--- config.mk ---
export PLATFORM = sky130hd
export DESIGN_NAME = usb_sfifo_bridge
export DESIGN_NICKNAME = d
export VERILOG_FILES = /design/src/rtl/usb_sfifo_pkg.sv /design/src/rtl/usb_tx_unpack.sv /design/src/rtl/usb_rx_pack.sv /design/src/rtl/usb_bus_arbiter.sv /design/src/rtl/usb_sfifo_bridge.sv
export SDC_FILE = /design/constraint.sdc
export NUM_CORES = 1
export LEC_CHECK = 0
export ABC_AREA = 1
export BUFFER_PORTS_ARGS = -buffer_cell sky130_fd_sc_hd__buf_2
export CAP_MARGIN = 10
export CELL_PAD_IN_SITES_DETAIL_PLACEMENT = 1
export CELL_PAD_IN_SITES_GLOBAL_PLACEMENT = 1
export CORE_MARGIN = 2
export CORE_UTILIZATION = 25
export CTS_CLUSTER_SIZE = 30
export DETAILED_ROUTE_END_ITERATION = 6
export GPL_TIMING_DRIVEN = 0
export PLACE_DENSITY = 0.57
export SLEW_MARGIN = 40
export SYNTH_ARGS = -nofsm -noshare
export SYNTH_HDL_FRONTEND = slang
export SYNTH_SLANG_ARGS = --single-unit
--- constraint.sdc ---
create_clock -name clk -period 4.6 [get_ports clk]
set_input_delay 0.69 -clock clk [delete_from_list [all_inputs] [get_ports clk]]
set_output_delay 0.69 -clock clk [all_outputs]
set_load 0.1 [all_outputs]
--- src/rtl/usb_sfifo_pkg.sv ---
`timescale 1ns/1ps
package usb_sfifo_pkg;
   localparam int EP_W = 2;
   localparam logic [EP_W-1:0] EP_RX_CODE = 2'b11;

   typedef enum logic [1:0] {
      ARB_TX   = 2'd0,
      ARB_TURN = 2'd1,
      ARB_RD   = 2'd2,
      ARB_BACK = 2'd3
   } arb_state_t;
endpackage

--- src/rtl/usb_tx_unpack.sv ---
`timescale 1ns/1ps
module usb_tx_unpack #(
   parameter int WORD_W    = 32,
   parameter int BYTE_W    = 8,
   parameter bit LSB_FIRST = 1'b1
) (
   input  logic              clk,
   input  logic              rst_n,
   input  logic [WORD_W-1:0] s_data,
   input  logic              s_valid,
   output logic              s_ready,
   output logic [BYTE_W-1:0] byte_out,
   output logic              byte_vld,
   input  logic              byte_take
);
   localparam int LANES = WORD_W / BYTE_W;
   localparam int IDX_W = (LANES > 1) ? $clog2(LANES) : 1;
   localparam logic [IDX_W-1:0] LAST_IDX = IDX_W'(LANES - 1);

   if (WORD_W % BYTE_W != 0 || LANES < 2) begin : g_bad_width
      $error("usb_tx_unpack: WORD_W must be a multiple (>=2) of BYTE_W");
   end

   logic [WORD_W-1:0] word_q;
   logic [IDX_W-1:0]  idx_q;
   logic              hold_q;
   logic [IDX_W-1:0]  lane;
   logic              last;

   if (LSB_FIRST) begin : g_lsb
      assign lane = idx_q;
   end else begin : g_msb
      assign lane = LAST_IDX - idx_q;
   end

   assign last     = (idx_q == LAST_IDX);
   assign s_ready  = !hold_q || (byte_take && last);
   assign byte_vld = hold_q;
   assign byte_out = hold_q ? word_q[lane*BYTE_W +: BYTE_W] : '0;

   always_ff @(posedge clk) begin
      if (!rst_n) begin
         word_q <= '0;
         idx_q  <= '0;
         hold_q <= 1'b0;
      end else if (s_valid && s_ready) begin
         word_q <= s_data;
         idx_q  <= '0;
         hold_q <= 1'b1;
      end else if (byte_take) begin
         idx_q <= idx_q + 1'b1;
         if (last) hold_q <= 1'b0;
      end
   end


   take_hold_chk: assert property (@(posedge clk) disable iff (!rst_n)
      byte_take |-> hold_q);


   ready_busy_chk: assert property (@(posedge clk) disable iff (!rst_n)
      (hold_q && !byte_take) |-> !s_ready);
endmodule

--- src/rtl/usb_rx_pack.sv ---
`timescale 1ns/1ps
module usb_rx_pack #(
   parameter int WORD_W    = 32,
   parameter int BYTE_W    = 8,
   parameter bit LSB_FIRST = 1'b1
) (
   input  logic              clk,
   input  logic              rst_n,
   input  logic [BYTE_W-1:0] byte_in,
   input  logic              byte_stb,
   output logic [WORD_W-1:0] m_data,
   output logic              m_valid,
   input  logic              m_ready,
   output logic              space
);
   localparam int LANES = WORD_W / BYTE_W;
   localparam int IDX_W = (LANES > 1) ? $clog2(LANES) : 1;
   localparam logic [IDX_W-1:0] LAST_IDX = IDX_W'(LANES - 1);

   if (WORD_W % BYTE_W != 0 || LANES < 2) begin : g_bad_width
      $error("usb_rx_pack: WORD_W must be a multiple (>=2) of BYTE_W");
   end

   logic [WORD_W-1:0] acc_q, acc_nx, out_q;
   logic [IDX_W-1:0]  cnt_q;
   logic              vld_q;
   logic [IDX_W-1:0]  lane;

   if (LSB_FIRST) begin : g_lsb
      assign lane = cnt_q;
   end else begin : g_msb
      assign lane = LAST_IDX - cnt_q;
   end

   always_comb begin
      acc_nx = acc_q;
      acc_nx[lane*BYTE_W +: BYTE_W] = byte_in;
   end

   assign space   = !vld_q || m_ready;
   assign m_valid = vld_q;
   assign m_data  = out_q;

   always_ff @(posedge clk) begin
      if (!rst_n) begin
         acc_q <= '0;
         out_q <= '0;
         cnt_q <= '0;
         vld_q <= 1'b0;
      end else begin
         if (vld_q && m_ready) vld_q <= 1'b0;
         if (byte_stb) begin
            acc_q <= acc_nx;
            if (cnt_q == LAST_IDX) begin
               cnt_q <= '0;
               out_q <= acc_nx;
               vld_q <= 1'b1;
            end else begin
               cnt_q <= cnt_q + 1'b1;
            end
         end
      end
   end


   hold_word_chk: assert property (@(posedge clk) disable iff (!rst_n)
      (m_valid && !m_ready) |=> (m_valid && $stable(m_data)));


   no_overrun_chk: assert property (@(posedge clk) disable iff (!rst_n)
      byte_stb |-> space);
endmodule

--- src/rtl/usb_bus_arbiter.sv ---
`timescale 1ns/1ps
module usb_bus_arbiter
   import usb_sfifo_pkg::*;
(
   input  logic            clk,
   input  logic            rst_n,
   input  logic [EP_W-1:0] ep_sel,
   input  logic            rx_avail,
   input  logic            tx_room,
   input  logic            tx_have,
   input  logic            rx_space,
   output logic            wr_stb,
   output logic            rd_stb,
   output logic            oe,
   output logic            fd_drive,
   output logic [EP_W-1:0] ep_addr
);
   arb_state_t st_q, st_nx;
   logic go_rx;

   assign go_rx = rx_avail && rx_space;

   always_comb begin
      st_nx    = st_q;
      wr_stb   = 1'b0;
      rd_stb   = 1'b0;
      oe       = 1'b0;
      fd_drive = 1'b0;
      ep_addr  = ep_sel;
      unique case (st_q)
         ARB_TX: begin
            fd_drive = 1'b1;
            wr_stb   = tx_have && tx_room && !go_rx;
            if (go_rx) st_nx = ARB_TURN;
         end
         ARB_TURN: begin
            ep_addr = EP_RX_CODE;
            st_nx   = ARB_RD;
         end
         ARB_RD: begin
            ep_addr = EP_RX_CODE;
            oe      = 1'b1;
            rd_stb  = go_rx;
            if (!go_rx) st_nx = ARB_BACK;
         end
         ARB_BACK: begin
            st_nx = ARB_TX;
         end
         default: st_nx = ARB_TX;
      endcase
   end

   always_ff @(posedge clk) begin
      if (!rst_n) st_q <= ARB_TX;
      else        st_q <= st_nx;
   end


   no_contention_chk: assert property (@(posedge clk) disable iff (!rst_n)
      oe |-> !fd_drive);


   turnaround_chk: assert property (@(posedge clk) disable iff (!rst_n)
      $rose(oe) |-> $past(!fd_drive));


   no_write_full_chk: assert property (@(posedge clk) disable iff (!rst_n)
      wr_stb |-> tx_room);


   no_read_empty_chk: assert property (@(posedge clk) disable iff (!rst_n)
      rd_stb |-> (rx_avail && oe));


   rx_addr_chk: assert property (@(posedge clk) disable iff (!rst_n)
      oe |-> (ep_addr == EP_RX_CODE));


   tx_addr_chk: assert property (@(posedge clk) disable iff (!rst_n)
      wr_stb |-> (ep_addr == ep_sel && !rd_stb));
endmodule

--- src/rtl/usb_sfifo_bridge.sv ---
`timescale 1ns/1ps
module usb_sfifo_bridge
   import usb_sfifo_pkg::*;
#(
   parameter int WORD_W    = 32,
   parameter int BYTE_W    = 8,
   parameter bit LSB_FIRST = 1'b1
) (
   input  logic              clk,
   input  logic              rst_n,
   input  logic [WORD_W-1:0] tx_data,
   input  logic              tx_valid,
   output logic              tx_ready,
   output logic [WORD_W-1:0] rx_data,
   output logic              rx_valid,
   input  logic              rx_ready,
   input  logic [EP_W-1:0]   ep_sel,
   input  logic              ext_txfull_n,
   input  logic              ext_rxempty_n,
   output logic              wr_stb,
   output logic              rd_stb,
   output logic              oe,
   output logic [EP_W-1:0]   ep_addr,
   input  logic [BYTE_W-1:0] fd_in,
   output logic [BYTE_W-1:0] fd_out,
   output logic              fd_drive
);
   logic tx_have, rx_space;

   usb_tx_unpack #(.WORD_W(WORD_W), .BYTE_W(BYTE_W), .LSB_FIRST(LSB_FIRST)) u_unpack (
      .clk      (clk),
      .rst_n    (rst_n),
      .s_data   (tx_data),
      .s_valid  (tx_valid),
      .s_ready  (tx_ready),
      .byte_out (fd_out),
      .byte_vld (tx_have),
      .byte_take(wr_stb)
   );

   usb_rx_pack #(.WORD_W(WORD_W), .BYTE_W(BYTE_W), .LSB_FIRST(LSB_FIRST)) u_pack (
      .clk     (clk),
      .rst_n   (rst_n),
      .byte_in (fd_in),
      .byte_stb(rd_stb),
      .m_data  (rx_data),
      .m_valid (rx_valid),
      .m_ready (rx_ready),
      .space   (rx_space)
   );

   usb_bus_arbiter u_arb (
      .clk     (clk),
      .rst_n   (rst_n),
      .ep_sel  (ep_sel),
      .rx_avail(ext_rxempty_n),
      .tx_room (ext_txfull_n),
      .tx_have (tx_have),
      .rx_space(rx_space),
      .wr_stb  (wr_stb),
      .rd_stb  (rd_stb),
      .oe      (oe),
      .fd_drive(fd_drive),
      .ep_addr (ep_addr)
   );
endmodule

* Word-level counts from Yosys, hierarchy flattened
Cells that the tools add are included. W data, S select, Z words.
Storage, ports and cells: output and inout bits 48, logic and storage cells 58, input bits 48, register bits 104
Operators by class: $add $sub $neg 3, reduce and logical (&&, ||, !) cells 19, multiplexer cells 17, bitwise gates (word level) 1, shift-type cells 3, equality and inequality tests 7
Operators by type and width (count):
- $neg A5 Y34 | 1
- $shift A8 B34 Y32 const A | 1
- $shiftx A8 B34 Y32 | 1
- $bwmux W32 | 1
- $shiftx A32 B6 Y8 | 1
- $mux W1 | 10
- $eq A2 B2 Y1 const B | 4
- $mux W2 | 4
- $mux W8 | 1
- $pmux W2 S4 | 1
- $logic_and A1 B1 Y1 | 6
- $reduce_and A2 Y1 | 3
- $add A2 B1 Y2 const B | 2
- $reduce_bool A2 Y1 | 2
- $reduce_or A2 Y1 | 2
- $logic_not A1 Y1 | 3
- $eq A2 B1 Y1 const B | 1
- $logic_not A2 Y1 | 1
- $logic_or A1 B1 Y1 | 2
- $ne A2 B1 Y1 const B | 1
- $ne A2 B2 Y1 const B | 1
- $not A1 Y1 | 1

* Longest topological paths before layout
Gate-level depths: netlist of run 1.
depth after elaboration 11, gate-level depth with buffers 9, mapped depth without buffers 9

* Cells and area by module
A second synthesis of run 1 with hierarchy kept.
Unflattened totals: cells, all modules 847, area total of the unflattened synthesis 5382.7 um2
Modules (own cells, without submodules):
- usb_rx_pack | cells each 496, area each 3128.0 um2, seq. area each 1341.3 um2, times used 1
- usb_tx_unpack | cells each 320, area each 2053.2 um2, seq. area each 700.7 um2, times used 1
- usb_bus_arbiter | cells each 31, area each 201.4 um2, seq. area each 40.0 um2, times used 1

* Least setup slack after synthesis of run 1
OpenSTA, ideal clock, no wires.
path kind register to output, start reg u_unpack.idx_q[0], end out fd_out[6], required time 3.910 ns, cell stages (with the launch flop) 7, data arrival time 2.376 ns, path slack 1.534 ns, path buffers 2, cell sequence dfxtp_1 -> buf_2 -> buf_2 -> nor2_1 -> nor2_1 -> o21ai_0 -> a21oi_1
On the way: word-level cells in the longest chain between the ends 2
Ends and longest elaborated chain:
- start, declared | line usb_tx_unpack.sv:25 | logic [IDX_W-1:0] idx_q;
- start signal, assigned | line usb_tx_unpack.sv:51 | idx_q <= idx_q + 1'b1;
- $shiftx A32 B6 Y8 | line usb_tx_unpack.sv:39 | assign byte_out = hold_q ? word_q[lane*BYTE_W +: BYTE_W] : '0;
- $mux W8 | line usb_tx_unpack.sv:39
- end, declared | line usb_sfifo_bridge.sv:25 | output logic [BYTE_W-1:0] fd_out,
Every way passes these cells.

* Final worst setup path of run 1
start reg u_arb.st_q[0], end out tx_ready
On the way: word-level cells in the longest chain between the ends 4
Ends and longest elaborated chain:
- start, declared | line usb_bus_arbiter.sv:18 | arb_state_t st_q, st_nx;
- start signal, assigned | line usb_bus_arbiter.sv:55 | else st_q <= st_nx;
- $logic_not A2 Y1 | line usb_bus_arbiter.sv:30 | unique case (st_q)
- $mux W1 | line usb_bus_arbiter.sv:30
- $logic_and A1 B1 Y1 | line usb_tx_unpack.sv:37 | assign s_ready = !hold_q || (byte_take && last);
- $logic_or A1 B1 Y1 | line usb_tx_unpack.sv:37
- end, declared | line usb_sfifo_bridge.sv:13 | output logic tx_ready,
Every way passes these cells.

==> results of run 1 <==
## state kept, by name, indices dropped and copies added, names as in the netlist
signal,cells
u_unpack.byte_vld,1
u_pack.acc_q,32
u_pack.cnt_q,2
u_arb.st_q,2
u_unpack.idx_q,2
u_pack.m_valid,1
u_pack.m_data,32
u_unpack.word_q,32
## cells by family (layout without fill, tap and decap cells)
family	Yosys count	after routing
adders and majority gates	9	9
xor gates and xnor gates	1	1
DFF	104	104
AOI/OAI and AO/OA	162	162
buffers and inverters	118	227
and+or+nand+nor	304	304
## worst max-delay path, cell delays in order (launching register included)
cell	delay (ns)
dfxtp_1	0.30
inv_1	0.10
ha_1	0.32
nand4_1	0.14
nand2_1	0.17
buf_6	0.19
buf_8	0.16
buf_2	0.44
## per-layer routing
metal	routed length (microns)	vias up
met4	235	0
met5	0	-
met2	7810	79
li1	-	2431
met3	533	17
met1	7980	2359
## path summary, 6_finish.rpt
check / to / slack (ns)
setup / recovery: tx_ready / 1.74
hold / removal: u_pack.m_data[2] / 0.47
hold reg to reg: u_pack.m_data[2] / 0.47
setup reg to reg: u_pack.m_data[2] / 2.32
## synthesized netlist by cell type (2+ instances only)
cell type / instances / area [sq um]
o21ai_0: 92 / 460
nand2_1: 77 / 289
nand4_1: 2 / 12.5
inv_1: 73 / 274
buf_2: 18 / 90.1
dfxtp_1: 104 / 2080
ha_1: 9 / 113
nand3_1: 34 / 170
o21ai_1: 2 / 10.0
nor2_1: 185 / 694
o22ai_1: 16 / 100
buf_6: 3 / 33.8
or2_2: 2 / 12.5
a21oi_1: 42 / 210
clkbuf_1: 19 / 71.3
a21oi_2: 8 / 70.1
## power by group
group / internal (mW) / leakage (nW) / total (mW) / switching [mW]
Combinational: 0.210 / 1.74 / 0.789 / 0.579
Clock: 0.420 / 0.140 / 0.761 / 0.340
Sequential: 0.994 / 0.849 / 1.05 / 0.0518
## cell type report
cell class / count / area share [%]
multi-input combinational: 476 / 37.8
sequential: 104 / 35.7
timing repair buffer: 93 / 7.99
tap: 234 / 5.03
inverter: 75 / 4.83
clock buffer: 12 / 4.06
buffer: 43 / 3.80
clock inverter: 4 / 0.773
==> results by group, run 1 <==
Outcome
  – Status: finished, final reports clean

Hold path
  – Hold WC Path Type: flip-flop to flip-flop
  – WHS Path Cells: 2
  – Min-delay src: u_pack.m_data[2]

Synth
  – Post-synth ARST share: 0%
  – Post-Syn Area: ~4800 sq um
  – Compound-Gate Fraction of Synth Area: 18.1%
  – Main combinational cell family by area after synthesis: simple AND/OR/NAND/NOR gates
  – Number of synthesized flops with an enable pin: 0
  – Post-Synth Adder-Cell Area: 2.35%
  – Mapped Cells: approximately 700
  – Syn avg cell area: ~6.9 sq um
  – Post-synthesis sequential area ratio: 43.5%
  – YS warnings: 0
  – Post-Synth XOR/XNOR Area: less than 1%
  – Simple logic cell fraction of the synthesized area: 25.3%
  – Mux contribution to synthesized area: 0%
  – #FFs+latches synth: 104
  – Top_reg_cell synth: dfxtp_1
  – Post-synth cell types: 28
  – Syn_nets: 755

Floorplan
  – Die area: slightly above 20,000 sq um
  – Core Region: 18,800 sq um
  – Die Y: 142 microns
  – FP Rows: 50
  – Die Width: 142 microns
  – Initial Util: about a quarter
  – I/O pin total: 96

Detailed routing
  – Total Wirelength: between 15 and 20 mm
  – Vias: 4,886
  – Residual DRC count: 0
  – ANT nets after route: 0
  – Vias per cell: between 4 and 5
  – Routed WL per cell: 15.9 microns
  – Initial DRC count: 139
  – DRT Pass-1 Iters: 4

Placed design
  – Setup WS pre-CTS: 1.80 ns
  – DPL Wire Length: 12.8 mm
  – DP Cell Count: a little over 1,000
  – RD Place Congestion: 0.772
  – Port bufs: 93
  – DP Area: 5540 sq um

Global routing
  – Met2 Usage GRT: roughly 29%
  – Met1 Use GR: between 20 and 25%
  – Antenna violations before repair: 0
  – First-pass GRT wire length: 26.4 mm
  – Largest net degree at the start of global routing: 16
  – Gr busiest metal: met2
  – GRT Resource Usage Total: 16.7%
  – Met3 usage: roughly 2.8%
  – Vias in the first global route: just over 5,000
  – Grt ovf: 0

Finish
  – Layout cells sized above 1: 17.8%
  – Final core occ: 31.0%
  – Post-route insts no fill: 1,041
  – Final instance area: about 5800 sq um
  – Most common cell after layout, fill and taps aside: nor2_1
  – Ant. Diodes: 0
  – Sequential cell area: 2080 sq um
  – Footprint of the multi-input gates: roughly 2200 sq um
  – Most used cells in the layout excluding fill and tap cells: nor2_1, buf_2, dfxtp_1
  – Area grow syn2layout: 21.7%
  – Fillers: 2,384
  – Final #Nets: 859

Critical path
  – Critical path endpoint category: primary output
  – Crit Path Class: flip-flop to primary output
  – Critical R2R Launch: u_pack.cnt_q[0]
  – Worst Path Required: approximately 4 ns
  – R2R depth: 7
  – Crit-path max FO: 10
  – Arr. time, crit path: 2.17 ns
  – Crit path launch: u_arb.st_q[0]
  – CP startpoint kind: flip-flop

STA
  – Final setup margin: 1.74 ns
  – FMAX: 350 MHz
  – Clock Skew: 0.0104 ns
  – Tcrit/Tclk final: 62.2%
  – Hold WS: 0.470 ns
  – Post-route minimum period: 2.86 ns
  – Worst slew pin tran: 0.561 ns
  – Setup-failing EPs final: 0
  – Setup TNS: 0 ns
  – Final Hold Fails: 0
  – Unrepaired setup endpoints after global routing: false
  – Fin. max-slew vios: 0
  – Headroom to the max-slew limit: 62.6%

CTS
  – # resized after CTS: 0
  – H-Tree Depth: 3
  – Worst-Skew Late Latency: roughly 0.36 ns
  – CTS Hold Buffers Added: 0
  – CTS tree: yes
  – Clock Tree Buf Depth: 2
  – Num Clock Sinks: ~100
  – Postcts setup bufs: 0
  – Clk slew on worst S/H paths: approximately 0.07 ns
  – CTS Root Cell: clkbuf_16
  – CTS Buf Count: 9

Pwr
  – Pleak: 2.73 nW
  – IR drop worst, VDD: a little under 0.2 mV
  – Power density cells: 446 nW/um^2
  – Pwr Total: 2.60 mW

Flow run
  – Max cap viols: 0
Power figures use the tool's default switching activity.
==> inputs of run 2 (changes only) <==
--- a/config.mk
+++ b/config.mk
@@ -5,7 +5,7 @@
 export SDC_FILE = /design/constraint.sdc
 export NUM_CORES = 1
 export LEC_CHECK = 0
-export ABC_AREA = 1
+export ABC_AREA = 0
 export BUFFER_PORTS_ARGS = -buffer_cell sky130_fd_sc_hd__buf_2
 export CAP_MARGIN = 10
 export CELL_PAD_IN_SITES_DETAIL_PLACEMENT = 1
@@ -15,7 +15,7 @@
 export CTS_CLUSTER_SIZE = 30
 export DETAILED_ROUTE_END_ITERATION = 6
 export GPL_TIMING_DRIVEN = 0
-export PLACE_DENSITY = 0.57
+export PLACE_DENSITY = 0.56
 export SLEW_MARGIN = 40
 export SYNTH_ARGS = -nofsm -noshare
 export SYNTH_HDL_FRONTEND = slang
==> constraint.sdc (replaced) <==
create_clock -name clk -period 2.3 [get_ports clk]
set_input_delay 0.345 -clock clk [delete_from_list [all_inputs] [get_ports clk]]
set_output_delay 0.345 -clock clk [all_outputs]
set_load 0.1 [all_outputs]
==> run 2 against run 1 <==
  * Global-route usage is 1.3 points lower
  * Routed wire length is 16% lower
  * Sequential share of layout area is 1.3 points higher
  * Clock power is 120% higher
  * Setup slack worse by 1.6 ns
  * Clock skew is 0.0054 ns lower
  * Critical path depth is 3 lower
  * Total power is 93% higher
  * Critical path type unchanged
==> results by group, run 2 <==
Finish
  – Fillers: ~2,000
  – Ant. Diodes: 0
  – Sequential cell area: 2090 sq um
  – Footprint of the multi-input gates: 2240 sq um
  – Final core occ: 32.6%
  – Final #Nets: 566
  – Post-route insts no fill: 739
  – Layout cells sized above 1: a little over a third
  – Most used cells in the layout excluding fill and tap cells: dfxtp_1, buf_2, nand2_1
  – Area grow syn2layout: 27.0%
  – Most common cell after layout, fill and taps aside: dfxtp_1
  – Final instance area: between 5000 and 6000 sq um

Pwr
  – Reg power frac: 41.0%
  – Pleak: 2.72 nW
  – Power density cells: slightly below 900 nW/um^2
  – Clk pwr share: 33.7%
  – P_sw: 1.66 mW
  – Logic pwr share: 25.3%
  – Pwr Total: between 5 and 6 mW
  – IR drop worst, VDD: 0.590 mV
  – Sw frac: 33.2%
  – P_int: ~3.3 mW

Synth
  – Cell taking the most area after synthesis: dfxtp_1
  – Top cell type's share of synthesized area: 47.0%
  – Most frequent cells after synthesis: dfxtp_1, nand2_1, mux2i_1, o221a_2
  – Syn_nets: between 400 and 500
  – Mapped Cells: roughly 400
  – Top_reg_cell synth: dfxtp_1
  – #FFs+latches synth: around 100
  – Post-synth ARST share: 0%
  – YS warnings: 0
  – Syn avg cell area: 11.0 sq um
  – Post-Syn Area: 4430 sq um
  – Number of synthesized flops with an enable pin: 0
  – Post-synthesis sequential area ratio: 47.0%
  – Post-synth cell types: 32
  – Count leader, synth: dfxtp_1
  – Top post-synthesis cells by area: dfxtp_1, o221a_2, mux2i_1

Global routing
  – Met1 Use GR: between 10% and 20%
  – Vias in the first global route: roughly 4,000
  – Met2 Usage GRT: 26.7%
  – First-pass GRT wire length: 21.6 mm
  – Met3 usage: about 3.8%
  – Grt ovf: 0
  – Gr busiest metal: met2
  – GRT Resource Usage Total: approximately 15%
  – Antenna violations before repair: 0
  – Largest net degree at the start of global routing: 17

Floorplan
  – FP Rows: 48
  – Die Y: 137 microns
  – Initial Util: around a quarter
  – Core Region: about 17,000 sq um
  – Die area: around 19,000 sq um
  – I/O pin total: 96
  – Die Width: ~140 microns

Detailed routing
  – ANT nets after route: 0
  – Vias per cell: about 5.0
  – Total Wirelength: roughly 14 mm
  – Initial DRC count: 189
  – Routed WL per cell: 18.9 microns
  – DRT Pass-1 Iters: 4
  – Residual DRC count: 0
  – Vias: 3,698

STA
  – Unrepaired setup endpoints after global routing: false
  – Fin. max-slew vios: 0
  – Final Hold Fails: 0
  – Setup-failing EPs final: 0
  – Clock Skew: 0.00494 ns
  – Worst slew pin tran: about 0.61 ns
  – Post-route minimum period: approximately 2.2 ns
  – FMAX: around 450 MHz
  – Setup TNS: 0 ns
  – Tcrit/Tclk final: 95.9%
  – Headroom to the max-slew limit: 59.3%

Hold path
  – WHS Path Cells: 3
  – Worst Hold End: u_unpack.word_q[11]
  – Min-delay src: tx_data[11]
  – Hold WC Path Type: input port to flip-flop

Flow run
  – Max cap viols: 0

Critical path
  – Critical R2R Launch: u_pack.cnt_q[0]
  – Cell Chain, Critical Path: buf_6 > mux4_2 > and2_1 > buf_2
  – R2R depth: 5
  – Crit Path Class: flip-flop to primary output
  – Worst Path Required: approximately 2.0 ns
  – Arr. time, crit path: 1.86 ns
  – Worst R2R Setup Slack: 0.25 ns
  – Crit-path max cell delay: about 0.51 ns
  – Worst path slowest cell: mux4_2
  – CP startpoint kind: flip-flop
  – RR Endpoint: u_pack.m_data[2]
  – Crit-path max FO: 9
  – Critical path endpoint category: primary output

CTS
  – CTS Buf Count: 9
  – Clk slew on worst S/H paths: 0.07 ns
  – CTS tree: yes
  – CTS Hold Buffers Added: 0
  – CTS Root Cell: clkbuf_16
  – Num Clock Sinks: 104
  – Clock Tree Buf Depth: 2
  – Worst-Skew Late Latency: approximately 0.36 ns
  – H-Tree Depth: 3

Placed design
  – DP Area: 5240 sq um
  – Port bufs: 94
  – RD Place Congestion: 0.739
  – DP Cell Count: 721
  – DPL Wire Length: 10.2 mm

Outcome
  – Status: finished, final reports clean
[run 2: cell count changes in the layout (fill, tap and decap cells not counted), sizes merged, moves of 8 or more]
cell   previous run  this run
a21oi            50         2
a221o             0        32
o21ai            94         1
o22ai            16         0
mux2i             0        34
buf             117       101
o221a             0        33
nand3            35         3
nor2            187         1
inv              74         8
mux4              0         8
o211a             0        32
and2              0         8
[run 2: power by group through the flow]
stage | registers, mW | logic (mW) | clock network, mW
after floorplan | 2.06 | 0.988 | 0
after global placement | 2.08 | 1.22 | 0
after detailed placement | 2.09 | 1.25 | 0
after CTS | 2.05 | 1.27 | 1.74
after global routing | 2.07 | 1.36 | 1.82
final | 2.05 | 1.27 | 1.68
[run 2: worst max-delay path, delay by kind of cell, from the launching register on]
kind          cells  cell delay, ns
mux               1            0.51
buf+inv           2            0.48
simple gates      1            0.16
flops             1            0.35
[run 2: area by class of cell]
class | instances | area share [%]
Buffer | 33 | 2.71
Clock buffer | 10 | 4.24
Clock inverter | 6 | 1.47
Inverter | 11 | 0.778
Multi-Input combinational cell | 254 | 39.7
Sequential cell | 104 | 37.1
Tap cell | 225 | 5.00
Timing Repair Buffer | 96 | 9.02
[run 2: worst max-delay path by stage]
| stage | startpoint | endpoint | slack (ns) | cells past startpoint |
|---|---|---|---|---|
| 3_5_place_dp | rx_ready | rd_stb | 0.04 | 6 |
| 3_3_place_gp | rx_ready | rd_stb | 0.03 | 6 |
| 2_1_floorplan | u_arb.st_q[1] | tx_ready | -0.02 | 6 |
| 6_report | u_unpack.idx_q[0] | fd_out[0] | 0.09 | 4 |
| 4_1_cts | u_pack.cnt_q[0] | u_pack.m_data[13] | 0.0009 | 6 |
| 5_1_grt | u_unpack.idx_q[0] | fd_out[5] | 0.003 | 4 |
[run 2: what timing repair did]
action,4_1_cts,5_1_grt
endpoints found under the setup margin,10,42
resized for setup,9,10
setup buffers,0,2
hold endpoints to repair,0,0
pin swaps,0,1
[run 2: stage by stage]
step                hold WS (ns)  setup slack, ns
floorplan                  0.432          -0.0153
global placement           0.441           0.0254
detailed placement         0.448           0.0380
CTS                        0.213         0.000930
global route               0.229          0.00302
finish                     0.227           0.0933
[run 2: cell families (layout without fill, tap and decap cells)]
kind of cell / count (synthesis) / after routing / share of synthesized area [%]
flip-flops: 104 / 104 / 47.0
multiplexers: 42 / 42 / 11.7
buffers and inverters: 44 / 156 / 4.09
adder cells (fa/ha/maj): 9 / 9 / 2.54
AND/OR/NAND/NOR: 97 / 97 / 10.4
AO/OA/AOI/OAI: 105 / 105 / 24.0
XOR/XNOR: 1 / 1 / 0.198
[run 2: metal layers]
metal,share of wire (%),up-vias,wire length (microns)
met1,43,1843,6060
met3,5.7,13,801
met2,50,102,6960
li1,-,1740,-
met5,0,-,0
met4,1.2,0,174
